--- src/rtl/dtc_pkg.sv ---
package dtc_pkg;
  parameter int unsigned WORD_W = 32;

  // Flag update request: en selects an update, val is the new flag value
  typedef struct packed {
    logic en;
    logic val;
  } flag_op_t;
endpackage

--- src/rtl/dtc_slot.sv ---
module dtc_slot #(
  parameter int unsigned W = dtc_pkg::WORD_W
) (
  input  logic                clk_i,
  input  logic                rst_ni,
  input  logic                pri_ld_i,
  input  logic [W-1:0]        pri_data_i,
  input  logic                sec_ld_i,
  input  logic [W-1:0]        sec_data_i,
  input  dtc_pkg::flag_op_t   pri_flag_i,
  input  dtc_pkg::flag_op_t   sec_flag_i,
  output logic [W-1:0]        data_o,
  output logic                full_o
);
  logic [W-1:0] data_q;
  logic         full_q;

  always_ff @(posedge clk_i or negedge rst_ni) begin
    if (!rst_ni) begin
      data_q <= '0;
    end else if (pri_ld_i) begin
      data_q <= pri_data_i;
    end else if (sec_ld_i) begin
      data_q <= sec_data_i;
    end
  end

  // Primary requester (core side) wins the flag
  always_ff @(posedge clk_i or negedge rst_ni) begin
    if (!rst_ni) begin
      full_q <= 1'b0;
    end else if (pri_flag_i.en) begin
      full_q <= pri_flag_i.val;
    end else if (sec_flag_i.en) begin
      full_q <= sec_flag_i.val;
    end
  end

  assign data_o = data_q;
  assign full_o = full_q;
endmodule

--- src/rtl/dtc_core_rd.sv ---
module dtc_core_rd #(
  parameter int unsigned W = dtc_pkg::WORD_W,
  localparam int unsigned REG_W = 2 * W
) (
  input  logic [W-1:0]     tx_data_i,
  input  logic [W-1:0]     rx_data_i,
  input  logic             rx_full_i,
  output logic [REG_W-1:0] rdata_o
);
  always_comb begin
    rdata_o = '0;
    if (rx_full_i) begin
      rdata_o = {tx_data_i, rx_data_i};
    end
  end
endmodule

--- src/rtl/dtc_channel.sv ---
module dtc_channel #(
  parameter int unsigned WORD_W = dtc_pkg::WORD_W,
  localparam int unsigned REG_W = 2 * WORD_W
) (
  input  logic              clk_i,
  input  logic              rst_ni,
  input  logic              core_wr_i,
  input  logic [REG_W-1:0]  core_wdata_i,
  input  logic              core_rd_i,
  output logic [REG_W-1:0]  core_rdata_o,
  input  logic              dbg_wr_i,
  input  logic [WORD_W-1:0] dbg_wdata_i,
  input  logic              dbg_rd_i,
  output logic [WORD_W-1:0] dbg_rdata_o,
  output logic              dbg_rx_full_o,
  output logic              dbg_tx_full_o
);
  import dtc_pkg::*;

  logic [WORD_W-1:0] rx_data, tx_data;
  logic              rx_full, tx_full;
  logic              dbg_wr_eff;
  flag_op_t          rx_pri_op, rx_sec_op, tx_pri_op, tx_sec_op;

  // Any core access to the register drops a colliding debugger write
  assign dbg_wr_eff = dbg_wr_i & ~core_wr_i & ~core_rd_i;

  assign rx_pri_op = '{en: core_rd_i,  val: 1'b0};
  assign rx_sec_op = '{en: dbg_wr_eff, val: 1'b1};
  assign tx_pri_op = '{en: core_wr_i,  val: 1'b1};
  assign tx_sec_op = '{en: dbg_rd_i,   val: 1'b0};

  dtc_slot #(.W(WORD_W)) u_rx_slot (
    .clk_i      (clk_i),
    .rst_ni     (rst_ni),
    .pri_ld_i   (core_wr_i),
    .pri_data_i (core_wdata_i[REG_W-1:WORD_W]),
    .sec_ld_i   (dbg_wr_eff),
    .sec_data_i (dbg_wdata_i),
    .pri_flag_i (rx_pri_op),
    .sec_flag_i (rx_sec_op),
    .data_o     (rx_data),
    .full_o     (rx_full)
  );

  dtc_slot #(.W(WORD_W)) u_tx_slot (
    .clk_i      (clk_i),
    .rst_ni     (rst_ni),
    .pri_ld_i   (core_wr_i),
    .pri_data_i (core_wdata_i[WORD_W-1:0]),
    .sec_ld_i   (1'b0),
    .sec_data_i ('0),
    .pri_flag_i (tx_pri_op),
    .sec_flag_i (tx_sec_op),
    .data_o     (tx_data),
    .full_o     (tx_full)
  );

  dtc_core_rd #(.W(WORD_W)) u_core_rd (
    .tx_data_i (tx_data),
    .rx_data_i (rx_data),
    .rx_full_i (rx_full),
    .rdata_o   (core_rdata_o)
  );

  assign dbg_rdata_o   = tx_data;
  assign dbg_rx_full_o = rx_full;
  assign dbg_tx_full_o = tx_full;
endmodule

--- config.mk ---
export PLATFORM = sky130hd
export DESIGN_NAME = dtc_channel
export DESIGN_NICKNAME = d
export VERILOG_FILES = /design/src/rtl/dtc_pkg.sv /design/src/rtl/dtc_slot.sv /design/src/rtl/dtc_core_rd.sv /design/src/rtl/dtc_channel.sv
export SDC_FILE = /design/constraint.sdc
export NUM_CORES = 1
export LEC_CHECK = 0
export CELL_PAD_IN_SITES_DETAIL_PLACEMENT = 1
export CELL_PAD_IN_SITES_GLOBAL_PLACEMENT = 1
export CORE_ASPECT_RATIO = 2
export CORE_UTILIZATION = 31
export DETAILED_ROUTE_END_ITERATION = 8
export GPL_ROUTABILITY_DRIVEN = 1
export HOLD_SLACK_MARGIN = 0.08
export PLACE_DENSITY = 0.94
export RECOVER_POWER = 25
export SETUP_SLACK_MARGIN = 0.15
export SLEW_MARGIN = 0
export SYNTH_ARGS = -nofsm -noshare
export SYNTH_HDL_FRONTEND = slang
export SYNTH_SLANG_ARGS = --single-unit
--- constraint.sdc ---
create_clock -name clk_i -period 1.85 [get_ports clk_i]
set_input_delay 0.37 -clock clk_i [delete_from_list [all_inputs] [get_ports clk_i]]
set_output_delay 0.37 -clock clk_i [all_outputs]
set_load 0.005 [all_outputs]
== Yosys cells after proc, flatten, opt, wreduce, memory -nomap -nowiden ==
Index checks and enable logic that the tools add are counted.
Operators by class
  multiplexer cells: 7
  bitwise gates (word level): 4
  reductions and logical operators: 3
Operator list (count)
  $mux W32: 2
  $mux W64: 1
  $reduce_bool A2 Y1: 3
  $mux W1: 4
  $and A1 B1 Y1: 2
  $not A1 Y1: 2
Storage, ports and cells
  register bits after elaboration: 66
  bits of input ports: 102
  output and inout bits: 98
  word-level logic and storage cells: 18

== Logic depth before layout (Yosys ltp) ==
  depth after elaboration: 5
  mapped depth: 5
  mapped depth without buffers: 2

== Cells and area by module ==
A second synthesis with hierarchy kept.
Second synthesis, totals
  cell total of the unflattened synthesis: 359
  area, all modules: 3643.5 um^2
Modules (own cells, without submodules)
  dtc_slot: cells each 143, sequential area each 825.8 um^2, times used 2, area each 1556.5 um^2
  dtc_core_rd: cells each 70, sequential area each 0.0 um^2, times used 1, area each 510.5 um^2
  dtc_channel: cells each 3, sequential area each 0.0 um^2, times used 1, area each 20.0 um^2

== Worst setup path after synthesis ==
Ideal clock, no wire load.
  path type: reg2out
  start: register u_rx_slot.full_q (netlist: u_rx_slot.full_o)
  end: output core_rdata_o[10]
  cell stages (with the launch flop): 4
  path buffers: 1
  data arrival time: 0.879 ns
  data required time: 1.480 ns
  path slack: 0.601 ns
  cells stage by stage: dfrtp_1 -> inv_2 -> clkbuf_1 -> nor2_1
On the way
  cells in the longest elaborated chain, start to end: 1
RTL lines
  start: declaration: line dtc_slot.sv:16  | logic full_q;
  start signal: assignment: line dtc_slot.sv:33  | full_q <= pri_flag_i.val;
  start signal: assignment: line dtc_slot.sv:35  | full_q <= sec_flag_i.val;
  $mux W64: line dtc_core_rd.sv:12  | if (rx_full_i) begin
  end: declaration: line dtc_channel.sv:10  | output logic [REG_W-1:0] core_rdata_o,
No other way between the ends.

== Worst setup path in the final report ==
  start: register u_rx_slot.full_q (netlist: u_rx_slot.full_o)
  end: output core_rdata_o[37]
Same word-level chain as after synthesis.

==> flow_summary.json <==
{
  "dieWidth_um": 78.5,
  "period_minus_slack_ns": 1.88,
  "die-area_um2": 12200,
  "clk_latency_ns": 0.33,
  "drc": 0,
  "crit_type": "flip-flop to primary output",
  "insertedDiodeCount": 0,
  "tightest_slew_ns": 0.976,
  "place_area_um2": 5720,
  "leakagePower_nw": 2.82,
  "synthAdderAreaFrac_pct": 0,
  "synth_top_family_by_area": "simple AND/OR/NAND/NOR gates",
  "synthSimpleGateAreaFrac_pct": 22.6,
  "max-slew-margin-rel_pct": 35.0,
  "seq_area_frac_synth_pct": 45.5,
  "powerDensity_nw_per_um2": 768,
  "grt_pass1_wl_mm": 21.0,
  "grt_pass1_vias": 3816,
  "power.internal_w": 0.00379,
  "h-tree-depth": 3,
  "final_layout_size_suffix_gt1_share_pct": 34.2,
  "initial_utilization_pct": 32.0,
  "portBuffers": 199,
  "placementRows": 55,
  "violations": "setup timing",
  "synth_compound_area_share_pct": 13.6,
  "fin_skew_ns": 0,
  "end_kind": "primary output",
  "drt_iter0_markers": 151,
  "tritoncts": "built",
  "clkPwrFrac_pct": 42.6,
  "holdPathStages": 1,
  "syn-num-nets": 427,
  "cp.required_ns": 1.48,
  "core_um2": 11400,
  "synth_cells": 325,
  "synth-warning-count": 0,
  "finish.net_count": 647,
  "fin_area_um2": 6550,
  "ys_seq_elements": 66,
  "num_vias": 3475,
  "max_freq_mhz": 532,
  "area_delta_synth_final_pct": 80.2,
  "synth_top_cell_area_share_pct": 45.5,
  "seqPwrFrac_pct": 33.2,
  "worstPathMaxFanout": 8,
  "rsz0062_at_grt": "yes",
  "gp_congestion": 0.798,
  "setup_viol": 8,
  "clock-sinks": 66,
  "status": "finished with violations",
  "synth_area_leader_cell": "dfrtp_1",
  "setup-tns-final_ns": -0.193,
  "drt-total-wl_mm": 14.2,
  "via_per_inst": 5.02,
  "reg2reg_depth": 5,
  "postLayoutCoreUtil_pct": 57.6,
  "arrival_ns": 1.51,
  "slowest_stage": "dfrtp_2",
  "syn_area_um2": 3630,
  "hold_viol": 0,
  "ant_nets": 0,
  "cts_buffers": 9,
  "grt_overflow": 0,
  "synth.top_cells.by_area": "dfrtp_1, o311ai_2, mux2_1, nand4bb_1, and2_1",
  "hpwlAfterDp_mm": 8.81,
  "synthXorXnorAreaFrac_pct": 0,
  "synth_cell_types": 19,
  "io_pins": 200,
  "p_sw_w": 0.00123,
  "fin_hold_ws_ns": 0.508,
  "path_clk_slew_ns": 0.06,
  "clockRootBuffer": "clkbuf_16",
  "pwr-share-comb_pct": 24.2,
  "synth_mux_area_share_pct": 9.92,
  "grt_antenna_before_repair": 0,
  "ir_drop_v": 0.000461,
  "synth.avg_cell_area_um2": 11.2,
  "slowest_delay_ns": 0.44,
  "maxSlewViolCount": 0,
  "wl_per_cell_um": 20.6,
  "cts_buffer_depth": 2,
  "first_pass_iters": 4,
  "netSwitchingFraction_pct": 24.5,
  "min_path_type": "flip-flop to flip-flop",
  "layout_setup_ws_ns": -0.0311,
  "fp.dieH_um": 155,
  "min_period_over_period_pct": 102,
  "path_cells": "buf_12 -> buf_6 -> buf_12 -> buf_16 -> and2_4 -> buf_6",
  "grt_usage_pct": 23.3,
  "maxCapViolCount": 0,
  "cp-start-kind": "flip-flop",
  "grt_max_degree": 85
}
-- area by class of cell --
cell class | count | area, um2
multi-input combinational | 197 | 1910
clock inverter | 6 | 138
tap | 142 | 178
clock buffer | 10 | 239
sequential | 66 | 1650
timing repair buffer | 237 | 2290
fill | 1191 | 4810
inverter | 34 | 140
-- power groups by stage --
stage / registers, W / clock network (W) / logic [W]
6_report: 0.00167 / 0.00214 / 0.00122
5_1_grt: 0.00169 / 0.00223 / 0.00130
4_1_cts: 0.00167 / 0.00218 / 0.00112
3_5_place_dp: 0.00169 / 0 / 0.00103
3_3_place_gp: 0.00168 / 0 / 0.000997
2_1_floorplan: 0.00168 / 0 / 0.000397
-- critical path, delay by kind of cell, from the launching register on --
kind,cells,cell delay (ns)
buffers and inverters,5,0.60
AND/OR/NAND/NOR,1,0.14
flip-flops,1,0.44
-- cell families after synthesis --
| logic type | after synthesis |
|---|---|
| DFF | 66 |
| AOI/OAI and AO/OA | 34 |
| buffers and inverters | 63 |
| muxes | 32 |
| and+or+nand+nor | 130 |
-- per-layer routing --
layer	routed length [um]	vias to the layer above	track usage, %
met4	448	0	10.7
met3	619	26	4.52
met5	0	-	0
met2	8420	149	45.2
li1	-	1571	-
met1	4740	1729	22.8
-- per-stage QoR --
step / instances / power (W) / worst slack [ns]
2_1_floorplan: 325 / 0.00207 / 0.601
3_3_place_gp: 644 / 0.00268 / -0.252
3_5_place_dp: 644 / 0.00272 / -0.345
4_1_cts: 677 / 0.00497 / -0.0323
6_report: 692 / 0.00503 / -0.0311
5_1_grt: 692 / 0.00522 / -0.0625
-- worst paths after layout --
kind                                                         end                          from  slack [ns]
min in group asynchronous       u_tx_slot.data_o[31]$_DFFE_PN0P_                        rst_ni        0.88
worst max-delay path                            core_rdata_o[37]  u_rx_slot.full_o$_DFFE_PN0P_       -0.03
max in group asynchronous           u_rx_slot.full_o$_DFFE_PN0P_                        rst_ni        0.30
worst min-delay path                u_tx_slot.full_o$_DFFE_PN0P_  u_tx_slot.full_o$_DFFE_PN0P_        0.51
worst max register to register      u_rx_slot.full_o$_DFFE_PN0P_  u_rx_slot.full_o$_DFFE_PN0P_        0.75
worst min register to register      u_tx_slot.full_o$_DFFE_PN0P_  u_tx_slot.full_o$_DFFE_PN0P_        0.51
-- sequential cells by signal, summed over array words and instances, names as in the netlist --
name,flops
u_rx_slot.data_o,32
u_tx_slot.data_o,32
u_rx_slot.full_o,1
u_tx_slot.full_o,1
-- cell usage in the layout (no fill, tap or decap), types with 3 or more instances in the layout --
cell,Yosys,layout
mux2_1,32,32
and2_1,32,22
o311ai_1,5,5
nand2_1,32,32
clkdlybuf4s50_1,0,131
buf_4,6,5
inv_1,33,33
buf_12,0,7
bufinv_16,0,4
dfrtp_1,66,65
and2_4,0,10
nor2_4,0,24
buf_16,0,6
clkbuf_16,0,9
nor2_1,32,3
nand4bb_1,32,32
buf_6,5,26
clkbuf_2,0,13
buf_2,6,41
nor2_2,0,5
o311ai_2,27,27
-- what timing repair did --
action / 4_1_cts / 5_1_grt
hold buffers: 1 / 0
gates resized for setup: 208 / 142
endpoints found under the setup margin: 97 / 64
pin swaps: 0 / 18
endpoints found under the hold margin: 23 / 0
buffers inserted: 9 / 15
gates cloned: 7 / 0
-- Yosys cell counts (all sizes together) --
| cell type | count |
|---|---|
| a21o | 1 |
| a21oi | 1 |
| and2 | 32 |
| buf | 18 |
| clkbuf | 11 |
| dfrtp | 66 |
| inv | 34 |
| mux2 | 32 |
| nand2 | 32 |
| nand2b | 1 |
| nand4bb | 32 |
| nor2 | 32 |
| nor2b | 1 |
| o311ai | 32 |
(Power assumes the default switching activity.)
